==> config.mk <==
export PLATFORM = sky130hd
export DESIGN_NAME = src_word_realigner
export DESIGN_NICKNAME = d
export VERILOG_FILES = /design/src/rtl/realign_pkg.sv /design/src/rtl/realign_addr_gen.sv /design/src/rtl/realign_merge.sv /design/src/rtl/realign_ctrl.sv /design/src/rtl/src_word_realigner.sv
export SDC_FILE = /design/constraint.sdc
export NUM_CORES = 1
export LEC_CHECK = 0
export BUFFER_PORTS_ARGS = -buffer_cell sky130_fd_sc_hd__buf_2
export CORE_UTILIZATION = 50
export DETAILED_ROUTE_END_ITERATION = 8
export GPL_TIMING_DRIVEN = 0
export PLACE_DENSITY = 0.79
export SLEW_MARGIN = 30
export SYNTH_ARGS = -nofsm -noshare
export SYNTH_HDL_FRONTEND = slang
export SYNTH_SLANG_ARGS = --single-unit
==> constraint.sdc <==
create_clock -name clk_i -period 2.89 [get_ports clk_i]
set_input_delay 0.7225 -clock clk_i [delete_from_list [all_inputs] [get_ports clk_i]]
set_output_delay 0.7225 -clock clk_i [all_outputs]
set_load 0.05 [all_outputs]
==> src/rtl/realign_pkg.sv <==
package realign_pkg;
  localparam int unsigned RL_ADDR_W     = 32;
  localparam int unsigned RL_DATA_W     = 32;
  localparam int unsigned RL_PHYS_AW    = 27;
  localparam int unsigned RL_BYTE_W     = 8;
  localparam int unsigned RL_SEL_W      = 1;
  localparam int unsigned RL_SHIFT_STEP = 16;

  typedef enum logic [2:0] {
    ST_IDLE,
    ST_RD0_REQ,
    ST_RD0_WAIT,
    ST_RD1_REQ,
    ST_RD1_WAIT,
    ST_RSP
  } rl_state_e;
endpackage

==> src/rtl/realign_addr_gen.sv <==
module realign_addr_gen #(
  parameter int unsigned ADDR_W  = realign_pkg::RL_ADDR_W,
  parameter int unsigned DATA_W  = realign_pkg::RL_DATA_W,
  parameter int unsigned PHYS_AW = realign_pkg::RL_PHYS_AW
) (
  input  logic              clk_i,
  input  logic              rst_ni,
  input  logic              load_i,
  input  logic [ADDR_W-1:0] addr_i,
  input  logic              second_i,
  output logic [ADDR_W-1:0] mem_addr_o,
  output logic              odd_o
);
  localparam int unsigned WORD_BYTES = DATA_W / 8;
  localparam logic [ADDR_W-1:0] PHYS_MASK = (ADDR_W'(1) << PHYS_AW) - ADDR_W'(1);
  localparam logic [ADDR_W-1:0] ALIGN_MASK = ~(ADDR_W'(WORD_BYTES) - ADDR_W'(1));
  localparam logic [ADDR_W-1:0] ADDR_MASK = PHYS_MASK & ALIGN_MASK;
  localparam logic [ADDR_W-1:0] WORD_STEP = ADDR_W'(WORD_BYTES);

  logic [ADDR_W-1:0] base_q;
  logic              odd_q;

  always_ff @(posedge clk_i or negedge rst_ni) begin
    if (!rst_ni) begin
      base_q <= '0;
      odd_q  <= 1'b0;
    end else if (load_i) begin
      base_q <= addr_i & ADDR_MASK;
      odd_q  <= addr_i[0];
    end
  end

  // second word address is not re-masked
  assign mem_addr_o = base_q + (second_i ? WORD_STEP : '0);
  assign odd_o      = odd_q;
endmodule

==> src/rtl/realign_merge.sv <==
module realign_merge #(
  parameter int unsigned DATA_W     = realign_pkg::RL_DATA_W,
  parameter int unsigned BYTE_W     = realign_pkg::RL_BYTE_W,
  parameter int unsigned SEL_W      = realign_pkg::RL_SEL_W,
  parameter int unsigned SHIFT_STEP = realign_pkg::RL_SHIFT_STEP
) (
  input  logic              clk_i,
  input  logic              rst_ni,
  input  logic              load_i,
  input  logic [SEL_W-1:0]  sel_i,
  input  logic              cap0_i,
  input  logic              cap1_i,
  input  logic [DATA_W-1:0] data_i,
  input  logic              odd_i,
  output logic [DATA_W-1:0] data_o
);
  localparam int unsigned LOW_W = DATA_W - BYTE_W;

  logic [DATA_W-1:0] word0_q;
  logic [BYTE_W-1:0] byte1_q;
  logic [SEL_W-1:0]  sel_q;
  logic [DATA_W-1:0] spliced;
  logic [DATA_W-1:0] shifted;

  always_ff @(posedge clk_i or negedge rst_ni) begin
    if (!rst_ni) begin
      word0_q <= '0;
      byte1_q <= '0;
      sel_q   <= '0;
    end else begin
      if (load_i) sel_q   <= sel_i;
      if (cap0_i) word0_q <= data_i;
      if (cap1_i) byte1_q <= data_i[DATA_W-1 -: BYTE_W];
    end
  end

  assign spliced = {word0_q[LOW_W-1:0], byte1_q};

  generate
    if (SEL_W == 1) begin : g_mux_shift
      assign shifted = sel_q[0] ? (spliced >> SHIFT_STEP) : spliced;
    end else begin : g_var_shift
      assign shifted = spliced >> (int'(sel_q) * SHIFT_STEP);
    end
  endgenerate

  assign data_o = odd_i ? shifted : word0_q;
endmodule

==> src/rtl/realign_ctrl.sv <==
module realign_ctrl
  import realign_pkg::*;
(
  input  logic clk_i,
  input  logic rst_ni,
  input  logic req_valid_i,
  output logic req_ready_o,
  output logic rsp_valid_o,
  input  logic rsp_ready_i,
  output logic mem_req_valid_o,
  input  logic mem_req_ready_i,
  input  logic mem_rsp_valid_i,
  output logic mem_rsp_ready_o,
  input  logic odd_i,
  output logic load_o,
  output logic cap0_o,
  output logic cap1_o,
  output logic second_o
);
  rl_state_e state_q, state_d;

  always_ff @(posedge clk_i or negedge rst_ni) begin
    if (!rst_ni) state_q <= ST_IDLE;
    else         state_q <= state_d;
  end

  always_comb begin
    state_d         = state_q;
    req_ready_o     = 1'b0;
    rsp_valid_o     = 1'b0;
    mem_req_valid_o = 1'b0;
    mem_rsp_ready_o = 1'b0;
    load_o          = 1'b0;
    cap0_o          = 1'b0;
    cap1_o          = 1'b0;
    second_o        = 1'b0;
    unique case (state_q)
      ST_IDLE: begin
        req_ready_o = 1'b1;
        load_o      = req_valid_i;
        if (req_valid_i) state_d = ST_RD0_REQ;
      end
      ST_RD0_REQ: begin
        mem_req_valid_o = 1'b1;
        if (mem_req_ready_i) state_d = ST_RD0_WAIT;
      end
      ST_RD0_WAIT: begin
        mem_rsp_ready_o = 1'b1;
        if (mem_rsp_valid_i) begin
          cap0_o  = 1'b1;
          state_d = odd_i ? ST_RD1_REQ : ST_RSP;
        end
      end
      ST_RD1_REQ: begin
        mem_req_valid_o = 1'b1;
        second_o        = 1'b1;
        if (mem_req_ready_i) state_d = ST_RD1_WAIT;
      end
      ST_RD1_WAIT: begin
        mem_rsp_ready_o = 1'b1;
        second_o        = 1'b1;
        if (mem_rsp_valid_i) begin
          cap1_o  = 1'b1;
          state_d = ST_RSP;
        end
      end
      ST_RSP: begin
        rsp_valid_o = 1'b1;
        if (rsp_ready_i) state_d = ST_IDLE;
      end
      default: state_d = ST_IDLE;
    endcase
  end
endmodule

==> src/rtl/src_word_realigner.sv <==
module src_word_realigner #(
  parameter int unsigned ADDR_W     = realign_pkg::RL_ADDR_W,
  parameter int unsigned DATA_W     = realign_pkg::RL_DATA_W,
  parameter int unsigned PHYS_AW    = realign_pkg::RL_PHYS_AW,
  parameter int unsigned BYTE_W     = realign_pkg::RL_BYTE_W,
  parameter int unsigned SEL_W      = realign_pkg::RL_SEL_W,
  parameter int unsigned SHIFT_STEP = realign_pkg::RL_SHIFT_STEP
) (
  input  logic              clk_i,
  input  logic              rst_ni,
  input  logic              req_valid_i,
  output logic              req_ready_o,
  input  logic [ADDR_W-1:0] req_addr_i,
  input  logic [SEL_W-1:0]  req_shift_i,
  output logic              rsp_valid_o,
  input  logic              rsp_ready_i,
  output logic [DATA_W-1:0] rsp_data_o,
  output logic              mem_req_valid_o,
  input  logic              mem_req_ready_i,
  output logic [ADDR_W-1:0] mem_req_addr_o,
  input  logic              mem_rsp_valid_i,
  output logic              mem_rsp_ready_o,
  input  logic [DATA_W-1:0] mem_rsp_data_i
);
  logic load, cap0, cap1, second, odd;

  realign_ctrl u_ctrl (
    .clk_i           (clk_i),
    .rst_ni          (rst_ni),
    .req_valid_i     (req_valid_i),
    .req_ready_o     (req_ready_o),
    .rsp_valid_o     (rsp_valid_o),
    .rsp_ready_i     (rsp_ready_i),
    .mem_req_valid_o (mem_req_valid_o),
    .mem_req_ready_i (mem_req_ready_i),
    .mem_rsp_valid_i (mem_rsp_valid_i),
    .mem_rsp_ready_o (mem_rsp_ready_o),
    .odd_i           (odd),
    .load_o          (load),
    .cap0_o          (cap0),
    .cap1_o          (cap1),
    .second_o        (second)
  );

  realign_addr_gen #(
    .ADDR_W  (ADDR_W),
    .DATA_W  (DATA_W),
    .PHYS_AW (PHYS_AW)
  ) u_addr (
    .clk_i      (clk_i),
    .rst_ni     (rst_ni),
    .load_i     (load),
    .addr_i     (req_addr_i),
    .second_i   (second),
    .mem_addr_o (mem_req_addr_o),
    .odd_o      (odd)
  );

  realign_merge #(
    .DATA_W     (DATA_W),
    .BYTE_W     (BYTE_W),
    .SEL_W      (SEL_W),
    .SHIFT_STEP (SHIFT_STEP)
  ) u_merge (
    .clk_i  (clk_i),
    .rst_ni (rst_ni),
    .load_i (load),
    .sel_i  (req_shift_i),
    .cap0_i (cap0),
    .cap1_i (cap1),
    .data_i (mem_rsp_data_i),
    .odd_i  (odd),
    .data_o (rsp_data_o)
  );
endmodule

==> impl_metrics.json, run 1 <==
{
  "outcome": "complete, but fails checks",
  "violations": "setup timing",
  "cp-startpoint": "u_ctrl.state_q[0]",
  "fin_setup_tns_ns": -4.09,
  "yosysWarnings": 0,
  "cts_tree": "yes",
  "clock_sinks": 70,
  "row_count": 31,
  "setup_viol": 23,
  "drt_pass1_iterations": 4,
  "crit_arrival_ns": 2.51,
  "synth_ff_type": "dfrtp_1",
  "async_reset_ff_share_pct": 100,
  "cts_made_buffers": 9,
  "rsz0062_at_grt": "true",
  "hold_viol_final": 0,
  "finalNetCount": 611,
  "grt_antenna_before_repair": 0,
  "worst_slack_ns": -0.347,
  "syn_avg_cell_area_um2": 10.1,
  "fin_util_pct": 78.7,
  "yosysMostFrequentCell": "dfrtp_1",
  "fin_crit_ns": 3.24,
  "clock_path_buffers": 2,
  "yosys.area.top_type": "dfrtp_1",
  "die_y_um": 88.6,
  "core_um2": 7250,
  "grt-ovfl-total": 0,
  "startpoint_type": "register",
  "slowest_stage": "dfrtp_1",
  "r2r_start": "u_ctrl.state_q[0]",
  "path_class": "reg -> out",
  "cp_common_cell": "nand4_1",
  "max_freq_ghz": 0.309,
  "ioPinCount": 139,
  "end_kind": "primary output",
  "drc": 0,
  "syn_to_final_growth_pct": 52.2,
  "worst_pin_slew_ns": 0.586,
  "dpl_cell_area_um2": 4970,
  "htreeDepth": 3,
  "diodes": 0,
  "synth_cell_types": 33,
  "slew_viol_final": 0,
  "dieArea_um2": 7860,
  "drive_above_1_share_pct": 53.4,
  "fin_crit_sh_pct": 112,
  "final_cell_area_um2": 5710,
  "syn_area_um2": 3750,
  "critPathTopFamily": "simple AND/OR/NAND/NOR gates",
  "finClkSkew_ns": 0.00771,
  "dr_total_vias": 3446,
  "start_util_pct": 51.7,
  "root_buffer": "clkbuf_8",
  "slew_headroom_pct": 60.9,
  "holdBufCountCts": 0,
  "min_path_type": "in -> async",
  "routed_wl_um": 11800,
  "grt_pass1_vias": 3416,
  "grt_util_all_layers_pct": 29.8,
  "port_buffers": 126,
  "synth_common_cells": "70 x dfrtp_1, 52 x mux2_2, 45 x nand2_1",
  "postSynthCellCount": 372,
  "drt_iter0_drc": 163,
  "drtAntennaViolNets": 0,
  "path_clk_slew_ns": 0.08,
  "maxCapViolCount": 0,
  "nFillCells": 470,
  "gp_congestion": 0.872,
  "worstPathMaxFanout": 3,
  "seq_area_frac_synth_pct": 46.7,
  "required_ns": 2.17,
  "grt_first_pass_wirelength_um": 17000,
  "path_buf_inv": 3,
  "cp_cell_sequence": "clkbuf_8 > nor2b_4 > a22o_1 > ha_4 > nand4_1 > buf_4 > nor3_4 > nand4_1 > xnor2_4 > buf_6",
  "hpwlAfterDp_um": 7060,
  "max_stage_delay_ns": 0.38,
  "yosys-top-cells-area": "dfrtp_1 47%, mux2_2 16%, xnor2_1 4.7%",
  "synthDominantCellAreaShare_pct": 46.7,
  "wl_per_cell_um": 18.4,
  "clk_latency_ns": 0.36,
  "die_w_um": 88.6,
  "routed_via_density": 5.37,
  "preCtsSetupSlack_ns": -0.206,
  "synth_edf_count": 0,
  "ys_seq_elements": 70,
  "grt_max_degree": 44
}
[through the flow]
step / cells / hold WS, ns
3_3_place_gp: 602 / 0.496
2_1_floorplan: 377 / 0.427
6_report: 642 / 0.284
3_5_place_dp: 603 / 0.499
5_1_grt: 642 / 0.301
4_1_cts: 637 / 0.299
[path summary, 6_finish.rpt]
path,to,slack (ns),cells past startpoint
min reg2reg,u_merge.byte1_q[3],0.51,1
max,mem_req_addr_o[17],-0.35,10
min in group clk_i,u_merge.byte1_q[3],0.51,1
max reg2reg,u_addr.base_q[17],0.94,6
max in group asynchronous,u_ctrl.state_q[1],2.02,2
min,u_addr.base_q[20],0.28,1
[registers in the layout, indices dropped and copies added, names as in the netlist]
signal           flops
u_merge.word0_q     32
u_addr.base_q       25
u_ctrl.state_q       3
u_merge.byte1_q      8
u_merge.sel_q        1
u_addr.odd_o         1
[routing by layer]
layer / vias to the layer above / global-route usage, % / share of wire, %
met5: - / 0 / 0
met4: 0 / 15.0 / 3.6
met3: 32 / 5.69 / 5.8
met2: 147 / 51.0 / 53
met1: 1673 / 35.9 / 37
li1: 1594 / - / -
[cell families (layout without fill, tap and decap cells)]
| family | after synthesis | count (layout) | share of synthesized area [%] |
|---|---|---|---|
| simple gates | 108 | 108 | 13.8 |
| flops | 70 | 70 | 46.7 |
| mux | 69 | 69 | 20.1 |
| compound gates | 53 | 53 | 7.37 |
| buf+inv | 44 | 210 | 5.37 |
| xor+xnor | 25 | 25 | 5.84 |
| fa+ha+maj | 2 | 2 | 0.667 |
| other cells | 1 | 6 | 0.0999 |
[cell usage in the layout, fill, tap and decap left out, types with 2 or more instances in the layout]
master	instances
clkbuf_2	2
mux2_2	52
buf_8	3
mux2i_1	17
buf_6	31
xnor2_2	6
xor2_1	2
ha_4	2
nand3_2	2
nor3_1	2
nor3_4	2
nand4_1	7
xnor2_4	12
o21ai_0	32
buf_4	21
buf_2	111
clkbuf_1	6
clkinv_2	2
bufinv_16	3
nand3_4	4
conb_1	6
nand2_1	40
clkbuf_8	11
a21oi_1	17
nand3_1	5
inv_1	16
xor2_4	2
dfrtp_1	67
and3_1	4
nand2_4	4
nor2_4	6
xnor2_1	2
dfrtp_2	3
nor2_1	20
nor2b_4	2
[worst register-to-register path, cell delays in order, from the launching register on]
cell	delay, ns
dfrtp_1	0.40
buf_6	0.13
nor3_1	0.23
and2_1	0.16
buf_2	0.22
buf_2	0.30
mux2_2	0.39
[area by class of cell]
class                   count  area, um^2  share of cell area [%]
repair buffers            152        1040                    18.2
flip-flops and latches     70        1760                    30.7
inverters                  16        60.1                    1.05
plain buffers              26         145                    2.54
clock inverters             6         109                    1.91
well taps                  99         124                    2.17
clock buffers              10         138                    2.41
multi-input cells         263        2340                    41.0
[timing repair]
item,4_1_cts,5_1_grt
pin swaps,23,21
resized for setup,61,37
setup buffers,19,8
setup endpoints to repair,32,27
endpoints found under the hold margin,0,0
Power of run 1 is not shown: default switching activity piles up to over one toggle a cycle in this logic, so the estimate is an artifact.
==> inputs of run 2 (changes only) <==
Settings changed: CORE_MARGIN set to 2.
==> run 2 against run 1 <==
The flow still finishes with violations (setup timing); final area about the same; global-route usage decreased by 1.2 points; first-iteration DRC count increased by 34%; sequential share of layout area increased by 0.086 points; setup slack improved by 0.065 ns.
==> impl_metrics.json, run 2 (synthesis results as in run 1) <==
{
  "ioPinCount": 139,
  "min_path_type": "in -> async",
  "violations": "setup timing",
  "grt-ovfl-total": 0,
  "diodes": 0,
  "startpoint_type": "register",
  "drc": 0,
  "holdWs_ns": 0.271,
  "wl_per_cell_um": 18.5,
  "dieArea_um2": 8210,
  "root_buffer": "clkbuf_8",
  "worstPathMaxFanout": 4,
  "fin_crit_ns": 3.17,
  "clk_latency_ns": 0.35,
  "clock_path_buffers": 2,
  "max_freq_ghz": 0.315,
  "worst_slack_ns": -0.282,
  "end_kind": "primary output",
  "required_ns": 2.17,
  "cts_made_buffers": 9,
  "row_count": 31,
  "finClkSkew_ns": 0.00969,
  "reg2reg_depth": 6,
  "drt_iter0_drc": 219,
  "clock_sinks": 70,
  "finalNetCount": 613,
  "grt_antenna_before_repair": 0,
  "drive_above_1_share_pct": 54.5,
  "largest_reg_flops": 32,
  "multi_input_comb_area_um2": 2340,
  "preCtsSetupSlack_ns": -0.290,
  "routed_via_density": 5.46,
  "drt_pass1_iterations": 4,
  "critPathTopFamily": "simple AND/OR/NAND/NOR gates",
  "path_depth": 10,
  "outcome": "complete, but fails checks",
  "hpwlAfterDp_um": 7230,
  "drtAntennaViolNets": 0,
  "holdBufCountCts": 0,
  "slowest_stage": "dfrtp_1",
  "start_util_pct": 51.7,
  "layout_common_cells": "112 x buf_2, 64 x dfrtp_1, 52 x mux2_2",
  "hold_viol_final": 0,
  "nFillCells": 463,
  "slew_viol_final": 0,
  "crit_arrival_ns": 2.45,
  "dr_total_vias": 3519,
  "final_common_cell": "buf_2",
  "maxCapViolCount": 0,
  "path_clk_slew_ns": 0.08,
  "grt_util_all_layers_pct": 28.6,
  "grt_first_pass_wirelength_um": 18100,
  "htreeDepth": 3,
  "cp_cell_sequence": "buf_4 > nor2_4 > a22o_1 > ha_4 > nand4_1 > buf_6 > nor2_4 > nand4_1 > xnor2_4 > buf_6",
  "fin_util_pct": 78.7,
  "gp_congestion": 0.870,
  "die_w_um": 90.6,
  "top_register": "u_merge.word0_q",
  "rsz0062_at_grt": "true",
  "setup_viol": 22,
  "seq_area_um2": 1760,
  "core_um2": 7250,
  "grt_pass1_vias": 3628,
  "top_regs": "u_merge.word0_q x32, u_addr.base_q x25, u_merge.byte1_q x8",
  "die_y_um": 90.6,
  "path_buf_inv": 3,
  "port_buffers": 126,
  "grt_max_degree": 48,
  "fin_crit_sh_pct": 110,
  "worst_pin_slew_ns": 0.575,
  "syn_to_final_growth_pct": 52.1,
  "routed_wl_um": 11900,
  "cts_tree": "yes",
  "path_class": "reg -> out",
  "max_stage_delay_ns": 0.39,
  "slew_headroom_pct": 61.7
}
-- run 2: cell count changes in the layout (fill, tap and decap cells not counted), sizes merged --
cell	previous run	this run
buf	168	170
clkinvlp	0	2
bufinv	3	2
clkinv	3	2
-- run 2: worst reg2reg max path, cell delays in order (launching register included) --
cell     delay (ns)
dfrtp_1        0.39
buf_4          0.15
nor3_1         0.22
and2_1         0.15
buf_2          0.21
buf_2          0.31
mux2_2         0.40
-- run 2: metal layers --
metal	GRT usage (%)	wire (um)
met1	33.1	4430
met2	49.1	6210
met3	5.43	780
met4	17.3	460
met5	0	0
-- run 2: what timing repair did --
action                                  in CTS  in global routing
resized for setup                           76                 17
endpoints found under the setup margin      32                 29
endpoints found under the hold margin        0                  0
pin swaps                                   23                 17
setup buffers                               21                  6
-- run 2: path summary, 6_finish.rpt --
path / start / endpoint / slack, ns
min in group clk_i: u_merge.byte1_q[2] / u_merge.byte1_q[2] / 0.53
hold / removal: rst_ni / u_merge.word0_q[4] / 0.27
setup / recovery: u_ctrl.state_q[0] / mem_req_addr_o[23] / -0.28
max in group asynchronous: rst_ni / u_ctrl.state_q[1] / 2.05
hold reg to reg: u_merge.byte1_q[2] / u_merge.byte1_q[2] / 0.53
setup reg to reg: u_ctrl.state_q[0] / u_addr.base_q[18] / 0.95
-- run 2: layout make-up --
cell class,count,share of cell area (%)
multi-input combinational,263,41.0
timing repair buffer,154,18.5
clock inverter,6,1.49
clock buffer,10,2.41
inverter,16,1.05
sequential,70,30.8
buffer,26,2.52
tap,99,2.17
-- run 2: through the flow --
step                      std cells  setup TNS [ns]  instance area, um^2
after floorplan                 377          -0.967                 4200
after global placement          602          -0.989                 4950
after detailed placement        603           -1.84                 4980
after CTS                       639           -3.12                 5630
after global routing            644           -6.03                 5710
final                           644           -3.80                 5710
Power of run 2 is left out for the same reason.
